===== src/rtl/led_scan_pkg.sv =====
// Package: led_scan_pkg
// Holds the scan phase type shared by the row sequencer.
// Assumes nothing beyond IEEE 1800-2017 enum support.
package led_scan_pkg;

    // Dark gap between rows, or a row being lit
    typedef enum logic {
        PH_DARK = 1'b0,
        PH_LIT  = 1'b1
    } scan_phase_e;

endpackage


===== src/rtl/led_row_seq.sv =====
// Module: led_row_seq
// Steps the row index through 0..ROWS-1.
// Each row goes through a dark gap of BLANK_CYC cycles and then a lit
// period of DWELL_CYC cycles.
// swap_o is high in the last lit cycle of the last row. That is the only
// point where a new picture may be taken up.
// Assumes ROWS >= 2, DWELL_CYC >= 1 and BLANK_CYC >= 1.
// Reset is synchronous and active low. After reset the block sits at
// row 0, in the dark gap, with the counter cleared.
module led_row_seq
    import led_scan_pkg::*;
#(
    parameter int ROWS      = 6,
    parameter int DWELL_CYC = 2048,
    parameter int BLANK_CYC = 2,
    parameter int RW        = $clog2(ROWS)
) (
    input  logic          clk,
    input  logic          rst_n,
    output logic [RW-1:0] row_o,
    output logic          lit_o,
    output logic          swap_o
);

    localparam int MAXC = (DWELL_CYC > BLANK_CYC) ? DWELL_CYC : BLANK_CYC;
    localparam int CW   = $clog2(MAXC + 1);

    scan_phase_e   phase_q;
    logic [CW-1:0] cnt_q;
    logic [RW-1:0] row_q;
    logic          dark_end;
    logic          lit_end;
    logic          last_row;

    // End-of-period decodes for the current phase
    assign dark_end = (phase_q == PH_DARK) && (cnt_q == CW'(BLANK_CYC - 1));
    assign lit_end  = (phase_q == PH_LIT)  && (cnt_q == CW'(DWELL_CYC - 1));
    assign last_row = (row_q == RW'(ROWS - 1));

    // Phase, cycle counter and row index
    always_ff @(posedge clk) begin
        if (!rst_n) begin
            phase_q <= PH_DARK;
            cnt_q   <= '0;
            row_q   <= '0;
        end else if (dark_end) begin
            phase_q <= PH_LIT;
            cnt_q   <= '0;
        end else if (lit_end) begin
            phase_q <= PH_DARK;
            cnt_q   <= '0;
            row_q   <= last_row ? '0 : row_q + RW'(1);
        end else begin
            cnt_q   <= cnt_q + CW'(1);
        end
    end

    assign row_o  = row_q;
    assign lit_o  = (phase_q == PH_LIT);
    assign swap_o = lit_end && last_row;

endmodule


===== src/rtl/led_frame_store.sv =====
// Module: led_frame_store
// Holds two copies of the picture, each ROWS x COLS bits.
// The host fills the hidden copy one byte at a time. The byte at address
// a lands in row a/BPR, part a%BPR.
// On swap the shown copy takes the hidden copy, including any byte
// written in that same cycle.
// Addresses at or above ROWS*BPR match no byte, so a write there does
// nothing.
// Assumes COLS is a multiple of BYTE_W.
// Reset is synchronous and active low and clears both copies.
module led_frame_store #(
    parameter int ROWS   = 6,
    parameter int COLS   = 16,
    parameter int BYTE_W = 8,
    parameter int ADDR_W = 4,
    parameter int RW     = $clog2(ROWS)
) (
    input  logic                 clk,
    input  logic                 rst_n,
    input  logic                 wr_en,
    input  logic [ADDR_W-1:0]    wr_addr,
    input  logic [BYTE_W-1:0]    wr_data,
    input  logic                 swap,
    input  logic [RW-1:0]        rd_row,
    output logic [COLS-1:0]      rd_cols,
    output logic [ROWS*COLS-1:0] hidden_bits,
    output logic [ROWS*COLS-1:0] shown_bits
);

    localparam int BPR = COLS / BYTE_W;

    logic [ROWS-1:0][COLS-1:0] hidden_q;
    logic [ROWS-1:0][COLS-1:0] hidden_d;
    logic [ROWS-1:0][COLS-1:0] shown_q;

    // Next value of the hidden copy: each byte either takes the host
    // byte or keeps its old value
    for (genvar r = 0; r < ROWS; r++) begin : g_row
        for (genvar b = 0; b < BPR; b++) begin : g_byte
            logic hit;
            assign hit = wr_en && (wr_addr == ADDR_W'(r * BPR + b));
            assign hidden_d[r][b*BYTE_W +: BYTE_W] =
                hit ? wr_data : hidden_q[r][b*BYTE_W +: BYTE_W];
        end
    end

    // Register both copies; the shown copy changes only on swap
    always_ff @(posedge clk) begin
        if (!rst_n) begin
            hidden_q <= '0;
            shown_q  <= '0;
        end else begin
            hidden_q <= hidden_d;
            if (swap) begin
                shown_q <= hidden_d;
            end
        end
    end

    assign rd_cols     = shown_q[rd_row];
    assign hidden_bits = hidden_q;
    assign shown_bits  = shown_q;

endmodule


===== src/rtl/led_row_drive.sv =====
// Module: led_row_drive
// Turns the row index and the lit flag into pin levels.
// The selected row is driven low and lit columns are driven high.
// While the lit flag is low, every row is high and every column is low.
// Assumes its inputs all come straight from registers, so the pins do
// not glitch.
module led_row_drive #(
    parameter int ROWS = 6,
    parameter int COLS = 16,
    parameter int RW   = $clog2(ROWS)
) (
    input  logic            lit,
    input  logic [RW-1:0]   row,
    input  logic [COLS-1:0] cols,
    output logic [ROWS-1:0] row_n,
    output logic [COLS-1:0] col
);

    // One sink line for each row
    for (genvar r = 0; r < ROWS; r++) begin : g_sink
        assign row_n[r] = !(lit && (row == RW'(r)));
    end

    // Column lines are forced off during the dark gap
    assign col = lit ? cols : '0;

endmodule


===== src/rtl/led_meter_scan.sv =====
// Module: led_meter_scan (top)
// Time-multiplexed scanner for a ROWS x COLS LED meter grid.
// A row sequencer sets the timing. A frame store with a hidden copy and
// a shown copy holds the picture. A pin stage drives the row and column
// lines.
// Assumes the host gives at most one byte per cycle.
// Reset is synchronous and active low.
module led_meter_scan #(
    parameter int ROWS      = 6,
    parameter int COLS      = 16,
    parameter int BYTE_W    = 8,
    parameter int DWELL_CYC = 2048,
    parameter int BLANK_CYC = 2,
    parameter int ADDR_W    = $clog2(ROWS * (COLS / BYTE_W))
) (
    input  logic              clk,
    input  logic              rst_n,
    input  logic              wr_en_i,
    input  logic [ADDR_W-1:0] wr_addr_i,
    input  logic [BYTE_W-1:0] wr_data_i,
    output logic [ROWS-1:0]   row_n_o,
    output logic [COLS-1:0]   col_o
);

    localparam int RW = $clog2(ROWS);

    logic [RW-1:0]        scan_row;
    logic                 scan_lit;
    logic                 frame_swap;
    logic [COLS-1:0]      row_cols;
    logic [ROWS*COLS-1:0] hidden_bits;
    logic [ROWS*COLS-1:0] shown_bits;

    led_row_seq #(
        .ROWS      (ROWS),
        .DWELL_CYC (DWELL_CYC),
        .BLANK_CYC (BLANK_CYC),
        .RW        (RW)
    ) u_seq (
        .clk    (clk),
        .rst_n  (rst_n),
        .row_o  (scan_row),
        .lit_o  (scan_lit),
        .swap_o (frame_swap)
    );

    led_frame_store #(
        .ROWS   (ROWS),
        .COLS   (COLS),
        .BYTE_W (BYTE_W),
        .ADDR_W (ADDR_W),
        .RW     (RW)
    ) u_store (
        .clk         (clk),
        .rst_n       (rst_n),
        .wr_en       (wr_en_i),
        .wr_addr     (wr_addr_i),
        .wr_data     (wr_data_i),
        .swap        (frame_swap),
        .rd_row      (scan_row),
        .rd_cols     (row_cols),
        .hidden_bits (hidden_bits),
        .shown_bits  (shown_bits)
    );

    led_row_drive #(
        .ROWS (ROWS),
        .COLS (COLS),
        .RW   (RW)
    ) u_drive (
        .lit   (scan_lit),
        .row   (scan_row),
        .cols  (row_cols),
        .row_n (row_n_o),
        .col   (col_o)
    );

endmodule


===== config.mk =====
export PLATFORM = sky130hd
export DESIGN_NAME = led_meter_scan
export DESIGN_NICKNAME = d
export VERILOG_FILES = /design/src/rtl/led_scan_pkg.sv /design/src/rtl/led_row_seq.sv /design/src/rtl/led_frame_store.sv /design/src/rtl/led_row_drive.sv /design/src/rtl/led_meter_scan.sv
export SDC_FILE = /design/constraint.sdc
export NUM_CORES = 1
export LEC_CHECK = 0
export BUFFER_PORTS_ARGS = -buffer_cell sky130_fd_sc_hd__buf_2
export CORE_AREA = 2 2 182 184
export CTS_CLUSTER_DIAMETER = 40
export DETAILED_ROUTE_END_ITERATION = 12
export DIE_AREA = 0 0 184 186
export GPL_ROUTABILITY_DRIVEN = 0
export PLACE_DENSITY = 0.41
export SLEW_MARGIN = 0
export SYNTH_ARGS = -nofsm -noshare
export SYNTH_HDL_FRONTEND = slang
export SYNTH_SLANG_ARGS = --single-unit

===== constraint.sdc =====
create_clock -name clk -period 3.8 [get_ports clk]
set_input_delay 0.19 -clock clk [delete_from_list [all_inputs] [get_ports clk]]
set_output_delay 0.19 -clock clk [all_outputs]
set_load 0.01 [all_outputs]

==> results by group <==
Clocking
  – Quantity of gates resized following cts: 0
  – Hold-fix buffer count after cts: 0
  – Clock buffer count from CTS: 35
  – Number of clock sinks seen by CTS: 208
  – Clock latency at the later pin of the worst-skew pair: approximately 0.50 ns
  – Cell at the root of the clock tree: clkbuf_16
  – CTS tree: done
  – Worst-case clock buffer depth: 3
  – Buffers inserted by post-CTS timing repair: 0
  – H-tree level count: 2
  – Post-CTS clock slew at the launch and capture registers of the worst setup and hold paths: approximately 0.050 ns

Routing
  – Number of antenna-violating nets in the routed design: 0
  – DRT Wirelength: 21,280 microns
  – Total via count after detailed routing: 5,850
  – First-pass detailed-route iteration total: 5
  – DRC violation count after routing: 0
  – DR vias/cell: ~4.6
  – Detailed Route Iter0 Violations: between 200 and 250
  – Routed WL per cell: between 15 and 20 microns

STA
  – Worst rel slew slack: 0.2654
  – Minimum hold slack: 0.1984 ns
  – Final setup violation count: 0
  – Worst-margin pin slew: 1.098 ns
  – FMAX: around 360 MHz
  – Clk_skew: 0.01334 ns
  – Slew Limit Fails: 0
  – Setup Total Neg Slack: 0 ns
  – Hold violation count in the final report: 0
  – RSZ-0062 raised after global routing: no
  – Post-layout worst setup margin: 1.023 ns
  – Final min period: 2.777 ns
  – Period utilization: 0.7307

Power and ir drop
  – Leakage power figure: 3.690 nW
  – Max VDD drop: 0.2416 mV
  – Power per Cell Area: ~570 mW/mm^2
  – Total power consumption of the routed design: 5.714 mW

Place
  – Area of placed instances: 0.008765 sq mm
  – Post-placement setup slack: 1.024 ns
  – Count of placed standard cells including taps: around 1,200
  – Total half-perimeter wirelength after legalization and detailed placement: 12,840 microns
  – Input/output buffers: 36

Worst hold path
  – Hold path startpoint: rst_n
  – Count of cells along the worst hold path: 2
  – Path type of the worst min-delay path: in2reg
  – Endpoint of the worst hold-timing path: u_store.hidden_bits[28]

Critical path
  – Reg-to-reg startpoint: u_seq.lit_o
  – Critical Path Fanout Max: 76
  – Required time at the worst-slack endpoint: 4.23 ns
  – Crit path kind: reg2reg
  – Kind of end point of the critical path: register
  – Worst reg-to-reg setup slack: 1.02 ns
  – Number of cells on the worst reg-to-reg path: 7
  – End of the worst register-to-register path: u_store.shown_bits[13]
  – Startpoint class of the critical path: register
  – Arrival time of data at the critical path endpoint: 3.20 ns

GRT
  – Total gr overflow: 0
  – Initial antenna violation count: 0
  – Pin count of the biggest net entering global routing: 117
  – Via count of the first global-routing pass: roughly 5,700
  – All-layer global routing usage: 0.1289
  – Global-route wire length before repair: 33,920 microns

Finish
  – Sequential cell area: 0.004165 sq mm
  – Growth of design area from synthesis to finish: 21.41%
  – Number of standard cells in the final layout excluding fillers: 1,279
  – Filler cells: 3,409
  – Total number of nets in the final design: between 800 and 900
  – Final core utilization: 0.3109
  – Multi-input combinational cell area: 0.003744 sq mm
  – Summed area of non-filler cells in the final layout: 0.01001 sq mm
  – Share of final-layout standard cells stronger than drive strength 1: 0.1481
  – Number of diodes: 0

Floorplanning
  – Count of boundary I/O pins: 37
  – CORE AREA: between 0.03 and 0.04 sq mm
  – X dimension of the die: 184 microns
  – Height of the die: 186 microns
  – Starting Density: 0.2561
  – Placement row count: 66
  – Die Outline Area: 0.03422 sq mm

Synth
  – Post-synthesis net count: 844
  – Share of synthesized area occupied by flip-flops and latches: 0.5049
  – Combined area of all synthesized cells: 0.008247 sq mm
  – Count of state elements after synthesis: 208
  – Number of synthesis warnings: 0
  – Avg Cell Area, Syn: about 10 sq um
  – Number of instances in the synthesized netlist: 826
  – Netlist cell types: 37

Run
  – Max-cap viol count: 0

Outcome
  – Result of the run: finished clean
## layer usage
metal	vias up	routed length (microns)	GRT usage
li1	2933	-	-
met1	2785	11690	0.1980
met2	99	8387	0.1784
met3	33	808	0.02446
met4	0	397	0.04000
met5	-	0	0
## sequential cells by signal (all words and copies together) (netlist names)
name and flops:
u_seq.lit_o 1, u_seq.row_o 3, u_store.hidden_bits 96, u_store.shown_bits 96
u_seq.cnt_q 12
## synthesized netlist by cell type
cell | instances | share of area
mux2i_1 | 104 | 0.13
ha_1 | 3 | 0.0046
clkinv_1 | 1 | 0.00045
a22oi_1 | 9 | 0.0082
inv_1 | 14 | 0.0064
nand3b_1 | 3 | 0.0027
and3_1 | 3 | 0.0023
nand2_1 | 18 | 0.0082
buf_4 | 2 | 0.0018
nor3_1 | 3 | 0.0018
nand3_1 | 5 | 0.0030
o21ai_0 | 112 | 0.068
a21boi_0 | 2 | 0.0018
nand2b_1 | 3 | 0.0023
xor2_1 | 1 | 0.0011
and2_1 | 9 | 0.0068
nor2b_1 | 97 | 0.074
nor4b_1 | 1 | 0.0011
or3_1 | 4 | 0.0030
inv_2 | 1 | 0.00045
nand2_2 | 1 | 0.00076
a311o_1 | 1 | 0.0012
nand4_1 | 4 | 0.0030
nand4b_1 | 1 | 0.0011
dfxtp_1 | 208 | 0.50
nor3b_1 | 1 | 0.00091
nor3_2 | 1 | 0.0012
clkbuf_1 | 41 | 0.019
nor2_1 | 23 | 0.010
mux4_2 | 16 | 0.044
xnor2_1 | 10 | 0.011
nor3b_4 | 1 | 0.0023
a21oi_1 | 96 | 0.058
nor4_4 | 1 | 0.0026
buf_2 | 22 | 0.013
or4_1 | 1 | 0.00091
nor4_1 | 3 | 0.0023
## logic make-up (layout without fill, tap and decap cells)
| family | Yosys count | in the layout | share of synthesized area |
|---|---|---|---|
| AND/OR/NAND/NOR | 183 | 183 | 0.1303 |
| multiplexers | 120 | 120 | 0.1699 |
| flip-flops | 208 | 208 | 0.5049 |
| XOR/XNOR | 11 | 11 | 0.01168 |
| buffers and inverters | 81 | 126 | 0.04112 |
| AO/OA/AOI/OAI | 220 | 220 | 0.1375 |
| adder cells (fa/ha/maj) | 3 | 3 | 0.004552 |
## power breakdown
group | total, mW | switching [mW] | internal, mW
registers | 2.22 | 0.0174 | 2.20
clock network | 3.32 | 1.10 | 2.23
logic | 0.170 | 0.111 | 0.0595
## layout by cell type (no fill, tap or decap), types with 16 or more instances in the layout
cell,count
a21oi_1,96
clkbuf_16,37
nor2b_1,97
nand2_1,18
buf_2,35
o21ai_0,112
mux2i_1,104
nor2_1,23
dfxtp_1,207
mux4_2,16
## layout make-up
| cell class | instances | share of cell area |
|---|---|---|
| Tap cell | 408 | 0.05099 |
| Inverter | 16 | 0.005999 |
| Sequential cell | 208 | 0.4160 |
| Timing Repair Buffer | 48 | 0.02849 |
| Clock inverter | 16 | 0.02274 |
| Clock buffer | 46 | 0.1018 |
| Multi-Input combinational cell | 537 | 0.3739 |
## how the worst max path moves through the flow
stage | cells after the start | startpoint | end
after floorplan | 6 | u_seq.row_o[0] | u_seq.row_o[2]
after global placement | 7 | u_seq.lit_o | u_store.shown_bits[29]
after detailed placement | 7 | u_seq.lit_o | u_store.shown_bits[21]
after CTS | 7 | u_seq.lit_o | u_store.shown_bits[66]
after global routing | 7 | u_seq.lit_o | u_store.shown_bits[75]
final | 7 | u_seq.lit_o | u_store.shown_bits[13]
## worst max-delay path: stages (launching register included)
cell and delay, ns:
dfxtp_1 0.58, nand2_2 0.15, nor3b_4 0.53, inv_2 0.11
nor4_4 0.38, buf_4 0.62, o21ai_0 0.17, a21oi_1 0.13
Power figures use the tool's default switching activity.
